$ cat src/rtl/lpmem_pwr_pkg.sv
package lpmem_pwr_pkg;

  typedef enum logic [2:0] {
    S_INIT_LOW = 3'd0,
    S_WAKE     = 3'd1,
    S_READY    = 3'd2,
    S_SETUP    = 3'd3,
    S_DOWN     = 3'd4
  } pwr_state_e;

  // recovery wait after the enable line rises, chosen by the retention mode
  function automatic int unsigned wake_cycles(input logic keep,
                                              input int unsigned sleep_c,
                                              input int unsigned part_c);
    return keep ? part_c : sleep_c;
  endfunction

  // value loaded into a down counter so that a state lasts n cycles
  function automatic int unsigned span_load(input int unsigned n);
    return (n == 0) ? 0 : n - 1;
  endfunction

  function automatic int unsigned max5(input int unsigned a, input int unsigned b,
                                       input int unsigned c, input int unsigned d,
                                       input int unsigned e);
    int unsigned m;
    m = a;
    if (b > m) m = b;
    if (c > m) m = c;
    if (d > m) m = d;
    if (e > m) m = e;
    return m;
  endfunction

endpackage

$ cat src/rtl/lpmem_pwr_timer.sv
module lpmem_pwr_timer #(
  parameter int unsigned CW = 8,
  parameter logic [CW-1:0] INIT = '0
) (
  input  logic          clk,
  input  logic          rst_n,
  input  logic          load,
  input  logic [CW-1:0] load_val,
  output logic          done
);
  logic [CW-1:0] cnt;

  always_ff @(posedge clk or negedge rst_n) begin
    if (!rst_n)          cnt <= INIT;
    else if (load)       cnt <= load_val;
    else if (cnt != '0)  cnt <= cnt - 1'b1;
  end

  assign done = (cnt == '0);

  // once expired the timer stays expired until reloaded
  AST_TMR_FLOOR: assert property (@(posedge clk) disable iff (!rst_n)
    (done && !load) |=> done);

endmodule

$ cat src/rtl/lpmem_pwr_fsm.sv
module lpmem_pwr_fsm
  import lpmem_pwr_pkg::*;
#(
  parameter int unsigned CW               = 8,
  parameter int unsigned SLEEP_EXIT_CYC   = 100,
  parameter int unsigned PARTIAL_EXIT_CYC = 7,
  parameter int unsigned ENTRY_SETUP_CYC  = 1,
  parameter int unsigned ENTRY_HOLD_CYC   = 7
) (
  input  logic          clk,
  input  logic          rst_n,
  input  logic          pd_req,
  input  logic          retain_sel,
  input  logic          acc_idle,
  input  logic          tmr_done,
  output logic          tmr_load,
  output logic [CW-1:0] tmr_val,
  output logic          en_hi,
  output logic          ready
);
  pwr_state_e st, nxt;
  logic       keep_mode;

  // named events for the assertions
  logic entry_go;   // accepted power-down request
  logic down_go;    // enable line falls at this edge
  logic exit_go;    // enable line rises at this edge
  logic wake_done;  // recovery wait over
  logic pu_done;    // power-up low phase over

  assign entry_go  = (st == S_READY)    && pd_req && acc_idle;
  assign down_go   = (st == S_SETUP)    && tmr_done;
  assign exit_go   = (st == S_DOWN)     && tmr_done && !pd_req;
  assign wake_done = (st == S_WAKE)     && tmr_done;
  assign pu_done   = (st == S_INIT_LOW) && tmr_done;

  always_comb begin
    nxt      = st;
    tmr_load = 1'b0;
    tmr_val  = '0;
    unique case (st)
      S_INIT_LOW: if (pu_done) begin
        nxt = S_WAKE; tmr_load = 1'b1; tmr_val = CW'(span_load(SLEEP_EXIT_CYC));
      end
      S_WAKE: if (wake_done) nxt = S_READY;
      S_READY: if (entry_go) begin
        nxt = S_SETUP; tmr_load = 1'b1; tmr_val = CW'(span_load(ENTRY_SETUP_CYC));
      end
      S_SETUP: if (down_go) begin
        nxt = S_DOWN; tmr_load = 1'b1; tmr_val = CW'(span_load(ENTRY_HOLD_CYC));
      end
      S_DOWN: if (exit_go) begin
        nxt = S_WAKE; tmr_load = 1'b1;
        tmr_val = CW'(span_load(wake_cycles(keep_mode, SLEEP_EXIT_CYC, PARTIAL_EXIT_CYC)));
      end
      default: nxt = S_INIT_LOW;
    endcase
  end

  always_ff @(posedge clk or negedge rst_n) begin
    if (!rst_n) begin
      st        <= S_INIT_LOW;
      keep_mode <= 1'b0;
    end else begin
      st <= nxt;
      if (down_go) keep_mode <= retain_sel;
    end
  end

  assign en_hi = !((st == S_INIT_LOW) || (st == S_DOWN));
  assign ready = (st == S_READY);

  AST_DEFER_BUSY: assert property (@(posedge clk) disable iff (!rst_n)
    (ready && pd_req && !acc_idle) |=> ready);
  AST_DOWN_HELD: assert property (@(posedge clk) disable iff (!rst_n)
    ((st == S_DOWN) && pd_req) |=> (st == S_DOWN));
  AST_SETUP_TIMED: assert property (@(posedge clk) disable iff (!rst_n)
    ((st == S_SETUP) && !tmr_done) |=> (st == S_SETUP));
  AST_WAKE_TIMED: assert property (@(posedge clk) disable iff (!rst_n)
    ((st == S_WAKE) && !tmr_done) |=> (st == S_WAKE && !ready));
  AST_MODE_STABLE: assert property (@(posedge clk) disable iff (!rst_n)
    ((st == S_DOWN) && $past(st == S_DOWN)) |-> $stable(keep_mode));
  AST_NO_EARLY_ENTRY: assert property (@(posedge clk) disable iff (!rst_n)
    ((st == S_WAKE) && pd_req) |=> !(st == S_SETUP));

endmodule

$ cat src/rtl/lpmem_pwr_seq.sv
module lpmem_pwr_seq
  import lpmem_pwr_pkg::*;
#(
  parameter int unsigned PWRUP_LOW_CYC    = 5000,
  parameter int unsigned SLEEP_EXIT_CYC   = 30000,
  parameter int unsigned PARTIAL_EXIT_CYC = 7,
  parameter int unsigned ENTRY_SETUP_CYC  = 1,
  parameter int unsigned ENTRY_HOLD_CYC   = 7
) (
  input  logic clk,
  input  logic rst_n,
  input  logic pd_req,
  input  logic retain_sel,
  input  logic acc_idle,
  input  logic acc_sel_n,
  output logic mem_en_hi,
  output logic mem_sel_n,
  output logic mem_ready
);
  localparam int unsigned MAXV = max5(PWRUP_LOW_CYC, SLEEP_EXIT_CYC, PARTIAL_EXIT_CYC,
                                      ENTRY_SETUP_CYC, ENTRY_HOLD_CYC);
  localparam int unsigned CW = (MAXV < 2) ? 1 : $clog2(MAXV + 1);
  localparam logic [CW-1:0] TMR_INIT = CW'(span_load(PWRUP_LOW_CYC));

  logic          tmr_load;
  logic [CW-1:0] tmr_val;
  logic          tmr_done;
  logic          en_hi_w;
  logic          ready_w;

  lpmem_pwr_timer #(.CW(CW), .INIT(TMR_INIT)) u_timer (
    .clk      (clk),
    .rst_n    (rst_n),
    .load     (tmr_load),
    .load_val (tmr_val),
    .done     (tmr_done)
  );

  lpmem_pwr_fsm #(
    .CW               (CW),
    .SLEEP_EXIT_CYC   (SLEEP_EXIT_CYC),
    .PARTIAL_EXIT_CYC (PARTIAL_EXIT_CYC),
    .ENTRY_SETUP_CYC  (ENTRY_SETUP_CYC),
    .ENTRY_HOLD_CYC   (ENTRY_HOLD_CYC)
  ) u_fsm (
    .clk        (clk),
    .rst_n      (rst_n),
    .pd_req     (pd_req),
    .retain_sel (retain_sel),
    .acc_idle   (acc_idle),
    .tmr_done   (tmr_done),
    .tmr_load   (tmr_load),
    .tmr_val    (tmr_val),
    .en_hi      (en_hi_w),
    .ready      (ready_w)
  );

  assign mem_en_hi = en_hi_w;
  assign mem_ready = ready_w;
  assign mem_sel_n = ready_w ? acc_sel_n : 1'b1;

  AST_SEL_BLOCKED: assert property (@(posedge clk) disable iff (!rst_n)
    !mem_ready |-> mem_sel_n);
  AST_RISE_QUIET: assert property (@(posedge clk) disable iff (!rst_n)
    $rose(mem_en_hi) |-> (mem_sel_n && $past(mem_sel_n)));
  AST_FALL_AFTER_SETUP: assert property (@(posedge clk) disable iff (!rst_n)
    $fell(mem_en_hi) |-> ($past(mem_sel_n) && !$past(mem_ready)));

endmodule

$ cat config.mk
export PLATFORM = sky130hd
export DESIGN_NAME = lpmem_pwr_seq
export DESIGN_NICKNAME = d
export VERILOG_FILES = /design/src/rtl/lpmem_pwr_pkg.sv /design/src/rtl/lpmem_pwr_timer.sv /design/src/rtl/lpmem_pwr_fsm.sv /design/src/rtl/lpmem_pwr_seq.sv
export SDC_FILE = /design/constraint.sdc
export NUM_CORES = 1
export LEC_CHECK = 0
export BUFFER_PORTS_ARGS = -buffer_cell sky130_fd_sc_hd__buf_4
export CAP_MARGIN = 30
export CORE_MARGIN = 3
export CORE_UTILIZATION = 35
export CTS_CLUSTER_DIAMETER = 100
export DETAILED_ROUTE_END_ITERATION = 10
export GPL_TIMING_DRIVEN = 0
export RECOVER_POWER = 100
export SLEW_MARGIN = 20
export SYNTH_ARGS = -nofsm -noshare
export SYNTH_HDL_FRONTEND = slang
export SYNTH_HIERARCHICAL = 1
export SYNTH_SLANG_ARGS = --single-unit
$ cat constraint.sdc
create_clock -name clk -period 4.9 [get_ports clk]
set_input_delay 0.49 -clock clk [delete_from_list [all_inputs] [get_ports clk]]
set_output_delay 0.49 -clock clk [all_outputs]
set_load 0.1 [all_outputs]
Yosys cells after proc, flatten, opt, wreduce, memory -nomap -nowiden
Index checks and enable logic that the tools add are counted.
{"block": "totals", "inputBits": 6, "regBits": 19, "out_inout_bits": 3}
{"block": "classes", "n_reduce_logical": 16, "muxes": 20, "n_addsub": 2, "eq_ne": 9}
{"op": "2-to-1 mux 15 bit", "n": 6}
{"op": "case mux 15 bit (3 select lines)", "n": 1}
{"op": "zero test 32 bit", "n": 1}
{"op": "subtractor 15 x 1 -> 15 bit, second input constant", "n": 2}
{"op": "2-to-1 mux 3 bit", "n": 6}
{"op": "zero test 15 bit", "n": 1}
{"op": "case mux 3 bit (5 select lines)", "n": 1}
{"op": "nonzero test 15 bit", "n": 1}
{"op": "!= test 2 x 1 -> 1 bit, second input constant", "n": 5}
{"op": "logical AND 1 bit", "n": 7}
{"op": "== test 3 x 2 -> 1 bit, second input constant", "n": 2}
{"op": "2-to-1 mux 1 bit", "n": 5}
{"op": "AND reduction 5 bit", "n": 1}
{"op": "case mux 1 bit (4 select lines)", "n": 1}
{"op": "== test 3 x 1 -> 1 bit, second input constant", "n": 1}
{"op": "== test 3 bit, second input constant", "n": 1}
{"op": "zero test 3 bit", "n": 1}
{"op": "zero test 1 bit", "n": 2}
{"op": "nonzero test 2 bit", "n": 1}
{"op": "logical OR 1 bit", "n": 1}

Logic depth before layout (Yosys ltp)
{"block": "logic_depth", "ltp_word": 6, "mapped_depth": 9}

Cells and area by module
The synthesis kept the hierarchy.
{"module": "lpmem_pwr_timer", "instances": 1, "seq_area_each_um2": 384.1, "cells_each": 79, "area_per_inst_um2": 838.3}
{"module": "lpmem_pwr_fsm", "instances": 1, "seq_area_each_um2": 100.1, "cells_each": 46, "area_per_inst_um2": 369.1}
{"module": "lpmem_pwr_seq", "instances": 1, "seq_area_each_um2": 0.0, "cells_each": 1, "area_per_inst_um2": 6.3}

Worst setup path after synthesis
OpenSTA, ideal clock, no wires.
{"block": "synth_timing", "path_kind": "register -> output", "start": "register u_fsm.st[2]", "end": "output mem_sel_n", "slack_ps": 1494, "arrival_ps": 2916, "stages_incl_launch_ff": 4, "path_cell_list": "dfrtp_1 nand2b_2 nor2_1 nand2b_1"}
{"block": "synth_between", "elab_chain_cells": 2}
{"item": "start: declaration", "line_no": "lpmem_pwr_fsm.sv:21", "rtl": "pwr_state_e st, nxt;"}
{"item": "start signal: assignment", "line_no": "lpmem_pwr_fsm.sv:65", "rtl": "st <= nxt;"}
{"item": "== test 3 x 2 -> 1 bit", "line_no": "lpmem_pwr_fsm.sv:71", "rtl": "assign ready = (st == S_READY);"}
{"item": "via mem_ready", "line_no": "lpmem_pwr_seq.sv:18", "rtl": "output logic mem_ready"}
{"item": "2-to-1 mux 1 bit", "line_no": "lpmem_pwr_seq.sv:60", "rtl": "assign mem_sel_n = ready_w ? acc_sel_n : 1'b1;"}
{"item": "end: declaration", "line_no": "lpmem_pwr_seq.sv:17", "rtl": "output logic mem_sel_n,"}
The timed path passes the listed nets, and every way through them passes these cells.

Final worst setup path
{"block": "layout_timing", "start": "register u_timer.cnt[0]", "end": "register u_timer.cnt[1]"}
{"block": "layout_between", "elab_chain_cells": 6}
{"item": "start: declaration", "line_no": "lpmem_pwr_timer.sv:11", "rtl": "logic [CW-1:0] cnt;"}
{"item": "start signal: assignment", "line_no": "lpmem_pwr_timer.sv:15", "rtl": "else if (load) cnt <= load_val;"}
{"item": "start signal: assignment", "line_no": "lpmem_pwr_timer.sv:16", "rtl": "else if (cnt != '0) cnt <= cnt - 1'b1;"}
{"item": "zero test 15 bit (*)", "line_no": "lpmem_pwr_timer.sv:19", "rtl": "assign done = (cnt == '0);"}
{"item": "via tmr_done", "line_no": "lpmem_pwr_seq.sv:27", "rtl": "logic tmr_done;"}
{"item": "logical AND 1 bit (2 in series)", "line_no": "lpmem_pwr_fsm.sv:33", "rtl": "assign exit_go = (st == S_DOWN) && tmr_done && !pd_req;"}
{"item": "2-to-1 mux 1 bit", "line_no": "lpmem_pwr_fsm.sv:52", "rtl": "S_DOWN: if (exit_go) begin"}
{"item": "case mux 1 bit (4 select lines) (*)", "line_no": "lpmem_pwr_fsm.sv:41", "rtl": "unique case (st)"}
{"item": "via tmr_load", "line_no": "lpmem_pwr_seq.sv:25", "rtl": "logic tmr_load;"}
{"item": "2-to-1 mux 15 bit / nonzero test 2 bit (equally long branches)"}
Mark *: on every way through the listed nets, which the timed path passes. The rest lies on a longest branch. The select of a mux whose other input is x is not followed.
A chain may end at the register's enable or synchronous reset.

==> reports/qor.csv <==
stage;metric;value;unit
clocking;clockBufferDepth;2;
outcome;status;finished clean;
synthesis;syn_area;0.00121;mm2
setup_path;startpoint_type;register;
setup_path;cp_top_family;simple AND/OR/NAND/NOR gates;
power_and_ir_drop;p_sw_share;36.4;%
clocking;cts_buffers;3;
timing;fmax;0.292;GHz
timing;rsz0062_at_grt;no;
setup_path;cp-endpoint;u_timer/cnt[1];
route;wl_per_cell;13.2;um
timing;slew_violations;0;
setup_path;r2r-end;u_timer/cnt[1];
setup_path;cp_slowest_cell;nor4b_4;
hold_path;hp-class;primary input to async pin;
floorplan;die_w;64.9;um
synthesis;synth-edff-count;0;
global_routing;grt_pass1_wl;4.40;mm
global_routing;grt_use_total;13.3;%
power_and_ir_drop;combPwrFrac;35.0;%
route;route.detailed.drc;0;
setup_path;timing.rr.start;u_timer/cnt[0];
layout;syn_to_final_growth;11.2;%
timing;timing.hold.ws;0.353;ns
timing;worst_slew_margin_rel;22.9;%
synthesis;synthArstFlopShare;100;%
route;drtIter0Drc;19;
clocking;post_cts_buffers;0;
layout;drive_above_1_share;23.2;%
synthesis;yosys_warnings;6;
setup_path;end_kind;register;
placement;hpwl;1.70;mm
floorplan;fp-row-count;20;
route;ant_nets;0;
clocking;cts_tree;done;
synthesis;ys_ff_latch;19;
setup_path;required;5.11;ns
floorplan;dieArea;0.00421;mm2
setup_path;criticalPathCategory;register to register;
layout;n_antenna_cell;0;
floorplan;start_util;38.2;%
timing;period_share;69.8;%
timing;period_needed;3.42;ns
global_routing;grt_antenna_before_repair;0;
power_and_ir_drop;p_sw;204;uW
clocking;cts_sinks;19;
timing;setup_viol;0;
route;vias;952;
timing;tightest_slew;1.16;ns
layout;layout.cells.non_filler;186;
global_routing;grt_pass1_vias;964;
clocking;clk_pin_slew;0.11;ns
power_and_ir_drop;p_seq_share;50.4;%
job;drv_cap;0;
floorplan;num_io_pins;9;
synthesis;avgSynthCellArea;9.63;um2
timing;hold_violations;0;
layout;fillers;335;
synthesis;synth_cells;126;
power_and_ir_drop;p_per_area;415;mW/mm2
synthesis;synth_seq_area_share;39.9;%
floorplan;chipHeight;64.9;um
clocking;cts_resized;0;
route;firstDrtPassIters;4;
setup_path;crit_top_cell;nand3_1;
global_routing;grt_max_degree;20;
clocking;cts-htree-levels;1;
placement;numPortBuffers;8;
setup_path;cp_num_cells;9;
power_and_ir_drop;leakagePower;0.624;nW
floorplan;design.core.area;0.00318;mm2
setup_path;cp_max_fo;15;
timing;fin_setup_tns;0;ns
setup_path;cp.arrival;3.63;ns
global_routing;overflow;0;
placement;gp_congestion;0.745;
placement;placedCellCount;182;
layout;layout.nets;150;
power_and_ir_drop;vdd_drop_max;0.208;mV
setup_path;cp_cell_sequence;inv_1 > ha_1 > or4b_1 > nor4b_4 > nand3_1 > nand3_1 > clkbuf_1 > nor2_1 > a221oi_1;
synthesis;synthFlopType;dfrtp_1;
timing;clock_skew;0.00110;ns
route;via_per_inst;5.12;
power_and_ir_drop;pwr-share-clk;14.7;%
clocking;cts_hold_buffers;0;
setup_path;max_stage_delay;0.82;ns
synthesis;synth.distinct_cells;39;
setup_path;crit_start;u_timer/cnt[0];
power_and_ir_drop;internal_power;357;uW
setup_path;ff2ff_setup_slack;1.48;ns
route;routed_wl;2.46;mm
clocking;clockRootBuffer;clkbuf_4;
setup_path;worst-r2r-cell-count;9;
clocking;clk-insertion-delay-late;0.30;ns
setup_path;crit_buf_inv;2;
[metal layers]
metal  vias to the layer above  share of wire, %  GRT usage (%)
met5                         -                 0              0
met4                         0               1.2           3.96
met3                         4               3.5           4.33
met2                        16                48           22.6
met1                       466                47           16.0
li1                        466                 -              -
[layout make-up]
class | count | area, um2 | share of cell area [%]
multi-input cells | 87 | 593 | 43.9
flip-flops and latches | 19 | 484 | 35.9
plain buffers | 18 | 124 | 9.18
well taps | 44 | 55.1 | 4.08
repair buffers | 8 | 45.0 | 3.34
clock buffers | 4 | 26.3 | 1.95
inverters | 6 | 22.5 | 1.67
[worst reg2reg max path: stages, from the launching register on]
cell	delay, ns
dfstp_1	0.40
inv_1	0.09
ha_1	0.20
or4b_1	0.58
nor4b_4	0.82
nand3_1	0.18
nand3_1	0.27
clkbuf_1	0.44
nor2_1	0.08
a221oi_1	0.28
[metrics by stage]
| step | setup slack (ns) | cell area (um2) | total power [mW] | util, % |
|---|---|---|---|---|
| detailed placement | 1.52 | 1340 | 0.485 | 42.3 |
| floorplan | 1.49 | 1230 | 0.438 | - |
| finish | 1.48 | 1350 | 0.560 | 42.5 |
| CTS | 1.49 | 1370 | 0.574 | 43.1 |
| global route | 1.28 | 1350 | 0.600 | 42.5 |
| global placement | 1.61 | 1340 | 0.478 | 42.3 |
[worst min path at each step]
stage                          start              end  slack [ns]  depth (start not counted)
after floorplan                rst_n  u_fsm/keep_mode        0.19                          0
after global placement         rst_n   u_timer/cnt[6]        0.38                          1
after detailed placement       rst_n   u_timer/cnt[6]        0.39                          1
after CTS                      rst_n      u_fsm/st[0]        0.04                          1
after global routing      retain_sel  u_fsm/keep_mode        0.40                          2
final                          rst_n   u_timer/cnt[4]        0.35                          1
[state kept, by name, summed over array words and instances, names as in the netlist]
| signal | flops |
|---|---|
| u_fsm/st | 3 |
| u_timer/cnt | 15 |
| u_fsm/keep_mode | 1 |
[power groups by stage]
stage	Clock, mW	Sequential (mW)	Combinational [mW]
after global routing	0.0941	0.291	0.216
after floorplan	0	0.269	0.169
final	0.0822	0.282	0.196
after detailed placement	0	0.286	0.199
after global placement	0	0.283	0.195
after CTS	0.0901	0.282	0.201
[cell families (layout without fill, tap and decap cells)]
logic type | after synthesis | count (layout) | synth area share, %
fa+ha+maj | 1 | 1 | 1.03
other cells | 1 | 5 | 0.309
flops | 19 | 19 | 39.9
compound gates | 25 | 25 | 14.8
xor+xnor | 12 | 12 | 8.66
mux | 2 | 2 | 2.16
buf+inv | 24 | 36 | 12.1
simple gates | 42 | 42 | 21.0
[layout by cell type, fill, tap and decap left out, drive strengths merged, types with 3 or more instances in the layout]
master and instances:
buf 19, a22o 8, dfstp 7, nand3 3, xor2 9, conb 5, o21ai 6, dfrtp 12
o31ai 4, nor2 10, nand2 7, nor3 6, clkbuf 11, or4 4, xnor2 3, inv 6
[Yosys cell counts, types with 2 or more instances]
master	number	area [um2]
or4_1	4	30.0
o31ai_1	4	30.0
nand3_1	3	15.0
o21ai_0	4	20.0
xnor2_1	3	26.3
a22o_1	8	70.1
dfstp_2	7	184
o21ai_1	2	10.0
nor2_2	2	12.5
dfrtp_1	12	300
nor3b_1	2	15.0
nor3_1	6	30.0
inv_1	6	22.5
xor2_1	9	78.8
or3_1	2	12.5
nor2_1	8	30.0
nand2_1	6	22.5
buf_4	15	113
clkbuf_1	3	11.3
Note: power is estimated with default switching activity, not from simulation.
